[config.mk]
export PLATFORM = sky130hd
export DESIGN_NAME = ddr_powerup_seq
export DESIGN_NICKNAME = d
export VERILOG_FILES = /design/src/rtl/ddr_init_pkg.sv /design/src/rtl/ddr_init_timer.sv /design/src/rtl/ddr_dll_guard.sv /design/src/rtl/ddr_cmd_drive.sv /design/src/rtl/ddr_powerup_seq.sv
export SDC_FILE = /design/constraint.sdc
export NUM_CORES = 1
export LEC_CHECK = 0
export BUFFER_PORTS_ARGS = -buffer_cell sky130_fd_sc_hd__buf_2
export CAP_MARGIN = 20
export CORE_MARGIN = 2
export CORE_UTILIZATION = 51
export DETAILED_ROUTE_END_ITERATION = 7
export PLACE_DENSITY = 0.67
export SLEW_MARGIN = 40
export SYNTH_ARGS = -nofsm -noshare
export SYNTH_HDL_FRONTEND = slang
export SYNTH_SLANG_ARGS = --single-unit
export TNS_END_PERCENT = 5
[constraint.sdc]
create_clock -name clk -period 2.75 [get_ports clk]
set_input_delay 0.275 -clock clk [delete_from_list [all_inputs] [get_ports clk]]
set_output_delay 0.275 -clock clk [all_outputs]
set_load 0.1 [all_outputs]
[src/rtl/ddr_init_pkg.sv]
package ddr_init_pkg;

  typedef enum logic [3:0] {
    ST_WAIT, ST_NOP, ST_PRE1, ST_EMR, ST_MR_DLL,
    ST_PRE2, ST_REF1, ST_REF2, ST_MR_RUN, ST_DONE
  } step_t;

  // {cs_n, ras_n, cas_n, we_n}
  localparam logic [3:0] CMD_LMR   = 4'b0000;
  localparam logic [3:0] CMD_REF   = 4'b0001;
  localparam logic [3:0] CMD_PRE   = 4'b0010;
  localparam logic [3:0] CMD_NOP   = 4'b0111;
  localparam logic [3:0] CMD_DESEL = 4'b1111;

  localparam int NOP_SPACING = 2;

  function automatic int wait_cycles(input int mhz, input int us);
    return mhz * us;
  endfunction

  function automatic logic [15:0] base_mode_word(input logic [2:0] bl, input logic bt,
                                                 input logic [2:0] cl, input logic dll_rst);
    logic [15:0] w;
    w      = '0;
    w[2:0] = bl;
    w[3]   = bt;
    w[6:4] = cl;
    w[8]   = dll_rst;
    return w;
  endfunction

  function automatic logic [15:0] ext_mode_word(input logic drive_half);
    logic [15:0] w;
    w    = '0;
    w[0] = 1'b0;
    w[1] = drive_half;
    return w;
  endfunction

  function automatic step_t next_step(input step_t s);
    return (s == ST_DONE) ? ST_DONE : step_t'(s + 4'd1);
  endfunction

  // Cycles from this step's command to the next command
  function automatic int spacing(input step_t s, input int trp, input int tmrd, input int trfc);
    case (s)
      ST_NOP:                        return NOP_SPACING;
      ST_PRE1, ST_PRE2:              return trp;
      ST_EMR, ST_MR_DLL, ST_MR_RUN:  return tmrd;
      ST_REF1, ST_REF2:              return trfc;
      default:                       return 2;
    endcase
  endfunction

endpackage

[src/rtl/ddr_init_timer.sv]
module ddr_init_timer #(
  parameter int          W       = 16,
  parameter logic [W-1:0] RST_VAL = '0
) (
  input  logic         clk,
  input  logic         rst,
  input  logic         load,
  input  logic [W-1:0] load_val,
  output logic         zero
);
  logic [W-1:0] cnt;

  always_ff @(posedge clk) begin
    if (rst)              cnt <= RST_VAL;
    else if (load)        cnt <= load_val;
    else if (cnt != '0)   cnt <= cnt - 1'b1;
  end

  assign zero = (cnt == '0);
endmodule

[src/rtl/ddr_dll_guard.sv]
module ddr_dll_guard #(
  parameter int LOCK = 200
) (
  input  logic clk,
  input  logic rst,
  input  logic start,
  output logic locked
);
  localparam int CW = $clog2(LOCK + 1);

  logic [CW-1:0] cnt;
  logic          armed;

  always_ff @(posedge clk) begin
    if (rst) begin
      cnt   <= '0;
      armed <= 1'b0;
    end else if (start) begin
      cnt   <= CW'(LOCK - 1);
      armed <= 1'b1;
    end else if (cnt != '0) begin
      cnt <= cnt - 1'b1;
    end
  end

  assign locked = armed && (cnt == '0);
endmodule

[src/rtl/ddr_cmd_drive.sv]
module ddr_cmd_drive
  import ddr_init_pkg::*;
#(
  parameter int ADDR_W = 13
) (
  input  step_t             step,
  input  logic              issue,
  input  logic [ADDR_W-1:0] emr_word,
  input  logic [ADDR_W-1:0] mr_dll_word,
  input  logic [ADDR_W-1:0] mr_run_word,
  output logic              cke,
  output logic [3:0]        cmd_bits,
  output logic [1:0]        ba,
  output logic [ADDR_W-1:0] addr
);
  always_comb begin
    cke      = (step != ST_WAIT);
    cmd_bits = (step == ST_WAIT) ? CMD_DESEL : CMD_NOP;
    ba       = 2'b00;
    addr     = '0;
    if (issue) begin
      case (step)
        ST_PRE1, ST_PRE2: begin
          cmd_bits = CMD_PRE;
          addr[10] = 1'b1;
        end
        ST_EMR: begin
          cmd_bits = CMD_LMR;
          ba       = 2'b01;
          addr     = emr_word;
        end
        ST_MR_DLL: begin
          cmd_bits = CMD_LMR;
          addr     = mr_dll_word;
        end
        ST_MR_RUN: begin
          cmd_bits = CMD_LMR;
          addr     = mr_run_word;
        end
        ST_REF1, ST_REF2: cmd_bits = CMD_REF;
        default:          cmd_bits = CMD_NOP;
      endcase
    end
  end
endmodule

[src/rtl/ddr_powerup_seq.sv]
module ddr_powerup_seq
  import ddr_init_pkg::*;
#(
  parameter int         ADDR_W     = 13,
  parameter int         CLK_MHZ    = 250,
  parameter int         STABLE_US  = 200,
  parameter int         T_RP       = 3,
  parameter int         T_MRD      = 2,
  parameter int         T_RFC      = 18,
  parameter int         DLL_LOCK   = 200,
  parameter logic [2:0] BL_CODE    = 3'b011,
  parameter logic       BURST_ILV  = 1'b0,
  parameter logic [2:0] CL_CODE    = 3'b010,
  parameter logic       DRIVE_HALF = 1'b0
) (
  input  logic              clk,
  input  logic              rst,
  output logic              cke,
  output logic              cs_n,
  output logic              ras_n,
  output logic              cas_n,
  output logic              we_n,
  output logic [1:0]        ba,
  output logic [ADDR_W-1:0] addr,
  output logic              init_done
);
  localparam int WAIT_CYC = wait_cycles(CLK_MHZ, STABLE_US);
  localparam int TMR_MAX  = WAIT_CYC + T_RP + T_MRD + T_RFC;
  localparam int TMR_W    = $clog2(TMR_MAX + 1);

  localparam logic [ADDR_W-1:0] EMR_W    = ADDR_W'(ext_mode_word(DRIVE_HALF));
  localparam logic [ADDR_W-1:0] MR_DLL_W = ADDR_W'(base_mode_word(BL_CODE, BURST_ILV, CL_CODE, 1'b1));
  localparam logic [ADDR_W-1:0] MR_RUN_W = ADDR_W'(base_mode_word(BL_CODE, BURST_ILV, CL_CODE, 1'b0));

  step_t            step;
  logic             in_gap;
  logic             cmd_issue;
  logic             dll_start;
  logic             dll_locked;
  logic             tmr_zero;
  logic [TMR_W-1:0] tmr_val;
  logic [3:0]       cmd_bits;

  assign cmd_issue = !in_gap && (step != ST_DONE);
  assign dll_start = cmd_issue && (step == ST_MR_DLL);
  assign tmr_val   = TMR_W'(spacing(step, T_RP, T_MRD, T_RFC) - 2);

  always_ff @(posedge clk) begin
    if (rst) begin
      step   <= ST_WAIT;
      in_gap <= 1'b1;
    end else if (in_gap && tmr_zero) begin
      step   <= next_step(step);
      in_gap <= 1'b0;
    end else if (cmd_issue) begin
      in_gap <= 1'b1;
    end
  end

  ddr_init_timer #(
    .W       (TMR_W),
    .RST_VAL (TMR_W'(WAIT_CYC - 1))
  ) u_tmr (
    .clk      (clk),
    .rst      (rst),
    .load     (cmd_issue),
    .load_val (tmr_val),
    .zero     (tmr_zero)
  );

  ddr_dll_guard #(.LOCK(DLL_LOCK)) u_dll (
    .clk    (clk),
    .rst    (rst),
    .start  (dll_start),
    .locked (dll_locked)
  );

  ddr_cmd_drive #(.ADDR_W(ADDR_W)) u_drv (
    .step        (step),
    .issue       (cmd_issue),
    .emr_word    (EMR_W),
    .mr_dll_word (MR_DLL_W),
    .mr_run_word (MR_RUN_W),
    .cke         (cke),
    .cmd_bits    (cmd_bits),
    .ba          (ba),
    .addr        (addr)
  );

  assign {cs_n, ras_n, cas_n, we_n} = cmd_bits;
  assign init_done = (step == ST_DONE) && dll_locked;
endmodule

==> summary.txt, run 1 <==
Synth
  • Syn Inst Count: 237
  • Yosys Warn Count: 0
  • Synth top area share: 33.6%
  • Area share of and/or/nand/nor cells after synthesis: 32.6%
  • Ranking of synthesized cells by area: dfxtp_1 (34%), mux2i_1 (4.7%), buf_4 (4.7%), nor2_1 (4.5%), nand2_1 (3.7%)
  • Largest family of logic cells by synthesized area: simple AND/OR/NAND/NOR gates
  • Multiplexer area fraction after synthesis: 5.90%
  • Leading cell types by count after synthesis: dfxtp_1 (32), nor2_1 (23), nand2_1 (19)
  • Ys async rst share: 0%
  • Post-synth top area cell: dfxtp_1
  • Synth Register Bits: 32
  • Avg Cell Area, Syn: 8.05 um^2
  • Cell Area, Synth: 1910 um^2
  • Seq/Total Area, Yosys: 33.6%
  • Compound-Gate Fraction of Synth Area: 13.2%
  • Count of cell types in the netlist: 51
  • Cell with the most instances after synthesis: dfxtp_1
  • Number of synthesized flops with an enable pin: 0
  • XOR/XNOR share of the synthesized area: 3.21%
  • Adder-cell share of the synthesized area: 1.31%
  • Top FF cell, synth: dfxtp_1

Place
  • Detailed placer's ending HPWL: 2700 um
  • DP Worst Slack: 0.654 ns
  • GPL Wtd Cong: 0.812
  • # port buffers: 13

Timing
  • Slew margin rel.: 60.7%
  • Unrepaired setup endpoints after global routing: no
  • Endpoints failing hold: 0
  • Final setup violation count: 0
  • Worst Skew: 0.00868 ns
  • Slew Viols, Final: 0
  • Crit share post-route: 83.1%
  • Worst slew pin tran: 0.588 ns
  • Max frequency: 0.437 GHz
  • Fin worst setup slack: 0.464 ns
  • Min cycle time layout: 2.29 ns

Global routing
  • GR Overflow Total: 0
  • First-pass GRT wire length: 6850 um
  • Largest net degree at the start of global routing: 29
  • Vias in the first global route: 1473
  • Initial antenna violation count: 0
  • GRT Overall Usage: 20.7%

Power and ir drop
  • Flop pwr share: 41.9%
  • Comb pwr share: 24.3%
  • Total Power: 1.33 mW
  • Clk pwr share: 33.8%
  • Cell Int Power: 912 uW
  • Sw Pwr: 420 uW
  • Pwr/cell area: 650 nW/um^2
  • Peak supply drop: 0.000337 V
  • Sw Ratio: 31.6%
  • LEAKAGE: 0.773 nW

Routing
  • Via density: 5.71
  • DR vias: 1661
  • Average routed wire per standard cell: 13.8 um
  • Drt total wl: 4010 um
  • Router iterations before antenna repair: 4
  • Post-DRT Antenna Nets: 0
  • # DRC: 0
  • DR iter-0 viols: 213

Run
  • Max-cap violation count: 0

Worst setup path
  • CP arrival: 2.01 ns
  • Crit Path Max Fanout: 18
  • Startpoint Class: register
  • Critical path class: register to output pin
  • WP data required: 2.48 ns
  • Critical Path Sink Type: output pin

Clocking
  • CTS Buf Count: 5
  • Clock Tree Root: clkbuf_8
  • Maximum buffer depth of the clock tree: 2
  • Cts repair resizes: 0
  • Post-CTS Hold Buffers: 0
  • CTS tree: built
  • Post-CTS setup buffer count: 0
  • Skew-Pair Late Insertion Delay: 0.29 ns
  • Clk sinks: 32
  • H-tree depth: 2
  • Clk slew on worst S/H paths: 0.07 ns

Floorplanning
  • Core ar.: 3630 um^2
  • Die area: 4250 um^2
  • Die Ht: 65.2 um
  • DIE WIDTH: 65.2 um
  • Starting Density: 52.5%
  • # IOs: 23
  • Row count: 22

Layout
  • Fillcell total: 352
  • Area grow syn2layout: 7.41%
  • Share of layout cells above drive strength 1: 14.4%
  • N_diodes: 0
  • Layout net count: 246

Min path
  • Hold crit path type: input port to register

Run status
  • Status: completed
power groups by stage:
stage          registers, mW  logic [mW]  clock network, mW
2_1_floorplan          0.557       0.300                  0
3_3_place_gp           0.567       0.321                  0
3_5_place_dp           0.568       0.323                  0
4_1_cts                0.557       0.325              0.462
5_1_grt                0.565       0.362              0.483
6_report               0.558       0.324              0.450
final cells by class:
type | count | area (um^2) | share of cell area, %
multi-input combinational | 177 | 1120 | 54.5
inverter | 11 | 41.3 | 2.01
sequential | 32 | 641 | 31.3
clock buffer | 5 | 68.8 | 3.36
tap | 48 | 60.1 | 2.93
timing repair buffer | 15 | 80.1 | 3.91
clock inverter | 3 | 42.5 | 2.08
placed cells by master, fill, tap and decap left out, drive strengths merged, types with 4 or more instances in the layout:
| cell type | synthesis | layout |
|---|---|---|
| xnor2 | 4 | 4 |
| nand2b | 5 | 5 |
| conb | 1 | 9 |
| nor2b | 5 | 5 |
| o21ai | 5 | 5 |
| buf | 17 | 15 |
| dfxtp | 32 | 32 |
| nor2 | 23 | 23 |
| or3 | 5 | 5 |
| nor3 | 14 | 14 |
| mux2i | 9 | 9 |
| inv | 11 | 11 |
| nand2 | 19 | 19 |
| nand4 | 4 | 4 |
| nor4 | 10 | 10 |
| clkbuf | 8 | 5 |
| nand3 | 10 | 10 |
| a21oi | 11 | 11 |
per-stage QoR:
stage,cells,setup TNS [ns],hold WS (ns),utilization (%),instance area (um^2)
final,291,0,0.454,56.4,2050
after detailed placement,283,0,0.438,53.3,1940
after global routing,291,0,0.473,56.4,2050
after CTS,291,0,0.446,56.4,2050
after floorplan,245,-1.43,0.415,-,1950
after global placement,283,0,0.434,53.3,1940
flip-flops by register name (all words and copies together) (netlist names):
signal / count
in_gap: 1
step: 4
tmr_val: 2
u_dll.armed: 1
u_dll.cnt: 8
u_tmr.cnt: 16
critical path: stages, from the launching register on:
cell and delay (ns):
dfxtp_1 0.70, nor2b_1 0.16, a2bb2oi_1 0.18, nor2_1 0.08
o22ai_1 0.16, buf_2 0.45
layer usage:
| layer | share of wire (%) | global-route usage (%) | routed length (um) | vias to the layer above |
|---|---|---|---|---|
| met2 | 44 | 31.0 | 1770 | 44 |
| met4 | 1.6 | 8.85 | 63 | 0 |
| met3 | 4.6 | 6.16 | 184 | 5 |
| met5 | 0 | 0 | 0 | - |
| met1 | 50 | 27.6 | 1990 | 771 |
| li1 | - | - | - | 841 |
cell families after synthesis:
group                    Yosys count
adder cells (fa/ha/maj)            2
XOR/XNOR                           7
buffers and inverters             36
multiplexers                      11
other                              1
flip-flops                        32
AO/OA/AOI/OAI                     37
AND/OR/NAND/NOR                  111
worst paths after layout:
check / slack (ns) / cells past startpoint / from / endpoint
max: 0.46 / 5 / step[2] / we_n
min: 0.45 / 2 / rst / u_dll.cnt[0]
max reg2reg: 0.61 / 6 / u_tmr.cnt[0] / step[3]
min reg2reg: 0.46 / 2 / tmr_val[0] / u_tmr.cnt[0]
No activity file was read; power rests on OpenSTA's default activity.
==> inputs of run 2 (changes only) <==
- ABC_AREA: unset -> 1
- clock period: 2.75 -> 2.15 ns (I/O delays scaled with it)
==> run 2 against run 1 <==
Effect of this change:
- highest routed layer unchanged
- register-to-register slack got worse by 0.07 ns
- flip-flop and latch count did not move
- critical path type unchanged
- global-route usage fell by 0.12 points
- largest power group unchanged
==> summary.txt, run 2 <==
Power and ir drop
  • LEAKAGE: 1.02 nW (was 0.773 nW)
  • Pwr/cell area: 763 nW/um^2 (was 650 nW/um^2)
  • Total Power: 1.66 mW (was 1.33 mW)
  • Peak supply drop: 0.000349 V (was 0.000337 V)

Timing
  • Post-route setup TNS: 0 ns (unchanged)
  • Slew Viols, Final: 0 (unchanged)
  • Unrepaired setup endpoints after global routing: yes (was no)
  • Min cycle time layout: 2.06 ns
  • Max frequency: 0.485 GHz
  • Slew margin rel.: 64.8% (was 60.7%)
  • Final setup violation count: 0 (unchanged)
  • Fin worst setup slack: 0.0865 ns (was 0.464 ns)
  • Hold WS: 0.257 ns (was 0.454 ns)
  • Crit share post-route: 96.0%
  • Worst slew pin tran: 0.527 ns (was 0.588 ns)
  • Worst Skew: 0.00812 ns (was 0.00868 ns)
  • Endpoints failing hold: 0 (unchanged)

Layout
  • Area grow syn2layout: 10.5% (was 7.41%)
  • Layout net count: 292 (was 246)
  • Final Util: 58.9% (was 56.4%)
  • Final instance area: 2170 um^2 (was 2050 um^2)
  • Share of layout cells above drive strength 1: 20.8% (was 14.4%)
  • Largest Register: u_tmr.cnt (unchanged)
  • Most frequent cells in the layout: nand2_1 (49), inv_1 (33), dfxtp_1 (32) (was dfxtp_1 (32), nor2_1 (23), nand2_1 (19))
  • N_diodes: 0 (unchanged)
  • Biggest registers after layout: u_tmr.cnt: 16 flops, u_dll.cnt: 8 flops, step: 4 flops (unchanged)
  • Commonest non-fill, non-tap cell in the layout: nand2_1 (was dfxtp_1)
  • Final Non-Filler Cells: 337 (was 291)
  • Max reg flops: 16 (unchanged)

Worst setup path
  • Max incr delay on CP: 0.43 ns (was 0.70 ns)
  • R2R depth: 9 (was 6)
  • Critical-path top delay cell: dfxtp_1 (unchanged)
  • Startpoint Class: register (unchanged)
  • CP arrival: 1.85 ns (was 2.01 ns)
  • Critical Path Sink Type: output pin (unchanged)
  • Cell mode on critical path: inv_2
  • Delay-heaviest family, CP: buffers and inverters (was flip-flops)
  • WP data required: 1.93 ns (was 2.48 ns)
  • Levels on crit path: 7 (was 5)
  • Worst Path Buf+Inv: 3 (was 1)
  • Worst-path cell chain: inv_2 -> nand2_2 -> nor2_4 -> nor2_8 -> inv_2 -> nor2_2 -> clkbuf_4 (was nor2b_1 -> a2bb2oi_1 -> nor2_1 -> o22ai_1 -> buf_2)
  • Critical path class: register to output pin (unchanged)
  • Crit Path Max Fanout: 15 (was 18)

Floorplanning
  • Core ar.: 3690 um^2 (was 3630 um^2)
  • DIE WIDTH: 66.1 um (was 65.2 um)
  • Die Ht: 66.1 um (was 65.2 um)
  • # IOs: 23 (unchanged)
  • Die area: 4370 um^2 (was 4250 um^2)
  • Row count: 22 (unchanged)
  • Starting Density: 53.3% (was 52.5%)

Synth
  • Multiplexer area fraction after synthesis: 0% (was 5.90%)
  • Area share of and/or/nand/nor cells after synthesis: 38.1% (was 32.6%)
  • Adder-cell share of the synthesized area: 1.27% (was 1.31%)
  • Synth Register Bits: 32 (unchanged)
  • Number of synthesized flops with an enable pin: 0 (unchanged)
  • Ranking of synthesized cells by area: dfxtp_1 (33%), nand2_1 (9.5%), inv_1 (6.3%), nor2_1 (6.1%), buf_4 (5.0%) (was dfxtp_1 (34%), mux2i_1 (4.7%), buf_4 (4.7%), nor2_1 (4.5%), nand2_1 (3.7%))
  • Syn Inst Count: 275 (was 237)
  • Ys async rst share: 0% (unchanged)
  • Cell with the most instances after synthesis: nand2_1 (was dfxtp_1)
  • Seq/Total Area, Yosys: 32.6% (was 33.6%)
  • XOR/XNOR share of the synthesized area: 4.01% (was 3.21%)
  • Cell Area, Synth: 1970 um^2 (was 1910 um^2)
  • Synth top area share: 32.6% (was 33.6%)
  • Avg Cell Area, Syn: 7.15 um^2 (was 8.05 um^2)
  • Post-synth top area cell: dfxtp_1 (unchanged)
  • Top FF cell, synth: dfxtp_1 (unchanged)
  • Count of cell types in the netlist: 36 (was 51)
  • Compound-Gate Fraction of Synth Area: 10.8% (was 13.2%)
  • Leading cell types by count after synthesis: nand2_1 (50), inv_1 (33), dfxtp_1 (32), nor2_1 (32), nand3_1 (16) (was dfxtp_1 (32), nor2_1 (23), nand2_1 (19))
  • Largest family of logic cells by synthesized area: simple AND/OR/NAND/NOR gates (unchanged)
  • Yosys Warn Count: 0 (unchanged)

Global routing
  • GR Overflow Total: 0 (unchanged)
  • First-pass GRT wire length: 6830 um (was 6850 um)
  • GRT Overall Usage: 20.6% (was 20.7%)
  • Largest net degree at the start of global routing: 17 (was 29)
  • Initial antenna violation count: 0 (unchanged)
  • Vias in the first global route: 1607 (was 1473)

Routing
  • # DRC: 0 (unchanged)
  • Drt total wl: 3870 um (was 4010 um)
  • DR iter-0 viols: 61 (was 213)
  • Via density: 4.93 (was 5.71)
  • Post-DRT Antenna Nets: 0 (unchanged)
  • Top routing layer in use: met4 (unchanged)
  • Metal2 WL: 1790 um (was 1770 um)
  • Metal1 wirelength: 1890 um (was 1990 um)
  • DR vias: 1661 (unchanged)
  • Router iterations before antenna repair: 4 (unchanged)
  • Metal3 WL: 131 um (was 184 um)
  • Average routed wire per standard cell: 11.5 um (was 13.8 um)

Place
  • # port buffers: 13 (unchanged)
  • DP Worst Slack: 0.296 ns (was 0.654 ns)
  • Detailed placer's ending HPWL: 2990 um (was 2700 um)
  • Placed Area: 2040 um^2 (was 1940 um^2)
  • GPL Wtd Cong: 0.878 (was 0.812)
  • DP Cell Count: 329 (was 283)

Run status
  • Status: completed (unchanged)

Clocking
  • CTS tree: built (unchanged)
  • Skew-Pair Late Insertion Delay: 0.29 ns (about the same)
  • CTS Buf Count: 5 (unchanged)
  • H-tree depth: 2 (unchanged)
  • Clock Tree Root: clkbuf_8 (unchanged)
  • Maximum buffer depth of the clock tree: 2 (unchanged)
  • Post-CTS Hold Buffers: 0 (unchanged)
  • Clk sinks: 32 (unchanged)
  • Clk slew on worst S/H paths: 0.07 ns (about the same)

Run
  • Max-cap violation count: 0 (unchanged)

Min path
  • Hold path cells: 2 (unchanged)
  • Hold crit path type: input port to register (unchanged)
run 2: changes by cell type after synthesis, sizes merged, moves of 7 or more:
cell / previous run / this run
clkbuf: 8 / 1
inv: 11 / 37
mux2i: 9 / 0
nand2: 19 / 61
nand3: 10 / 19
nor2: 23 / 44
nor3: 14 / 3
nor4: 10 / 1
run 2: final cells by class:
class                   count  area [um^2]
clock buffers               6         72.6
clock inverters             2         35.0
fillers                   360         1520
inverters                  37          139
multi-input cells         198         1110
flip-flops and latches     32          641
well taps                  48         60.1
repair buffers             14          110
run 2: logic make-up (layout without fill, tap and decap cells):
| kind of cell | after synthesis | in the layout |
|---|---|---|
| AND/OR/NAND/NOR | 142 | 142 |
| buffers and inverters | 53 | 59 |
| AO/OA/AOI/OAI | 36 | 36 |
| flip-flops | 32 | 32 |
| XOR/XNOR | 9 | 9 |
| adder cells (fa/ha/maj) | 2 | 2 |
| other | 1 | 9 |
run 2: final timing paths:
kind | from | endpoint | slack [ns]
worst max-delay path | step[1] | addr[1] | 0.09
worst min-delay path | rst | u_dll.cnt[6] | 0.26
worst max register to register | u_tmr.cnt[0] | u_tmr.cnt[9] | 0.54
worst min register to register | tmr_val[0] | u_tmr.cnt[0] | 0.47
run 2: repair_timing:
item,in CTS,in global routing
endpoints found under the setup margin,2,11
pin swaps,0,0
resized for setup,2,12
buffers inserted,0,0
hold endpoints to repair,0,0
run 2: report_power, final:
part	internal, mW	leakage (nW)	switching (mW)
sequential	0.646	0.260	0.0344
clock	0.344	0.0552	0.229
combinational	0.138	0.704	0.268
total	1.13	1.02	0.531
run 2: worst register-to-register path: stages, from the launching register on:
cell and delay, ns:
dfxtp_1 0.35, inv_1 0.06, ha_1 0.24, nand2_4 0.14, nor2_4 0.06, nand2_2 0.13, and3_4 0.22, xor2_1 0.18
nand2_1 0.08, nand2_1 0.08
run 2: routing by layer:
| metal | up-vias | GRT usage [%] |
|---|---|---|
| met1 | 743 | 25.4 |
| met2 | 25 | 34.1 |
| met5 | - | 0 |
| met3 | 5 | 6.13 |
| li1 | 888 | - |
| met4 | 0 | 6.89 |
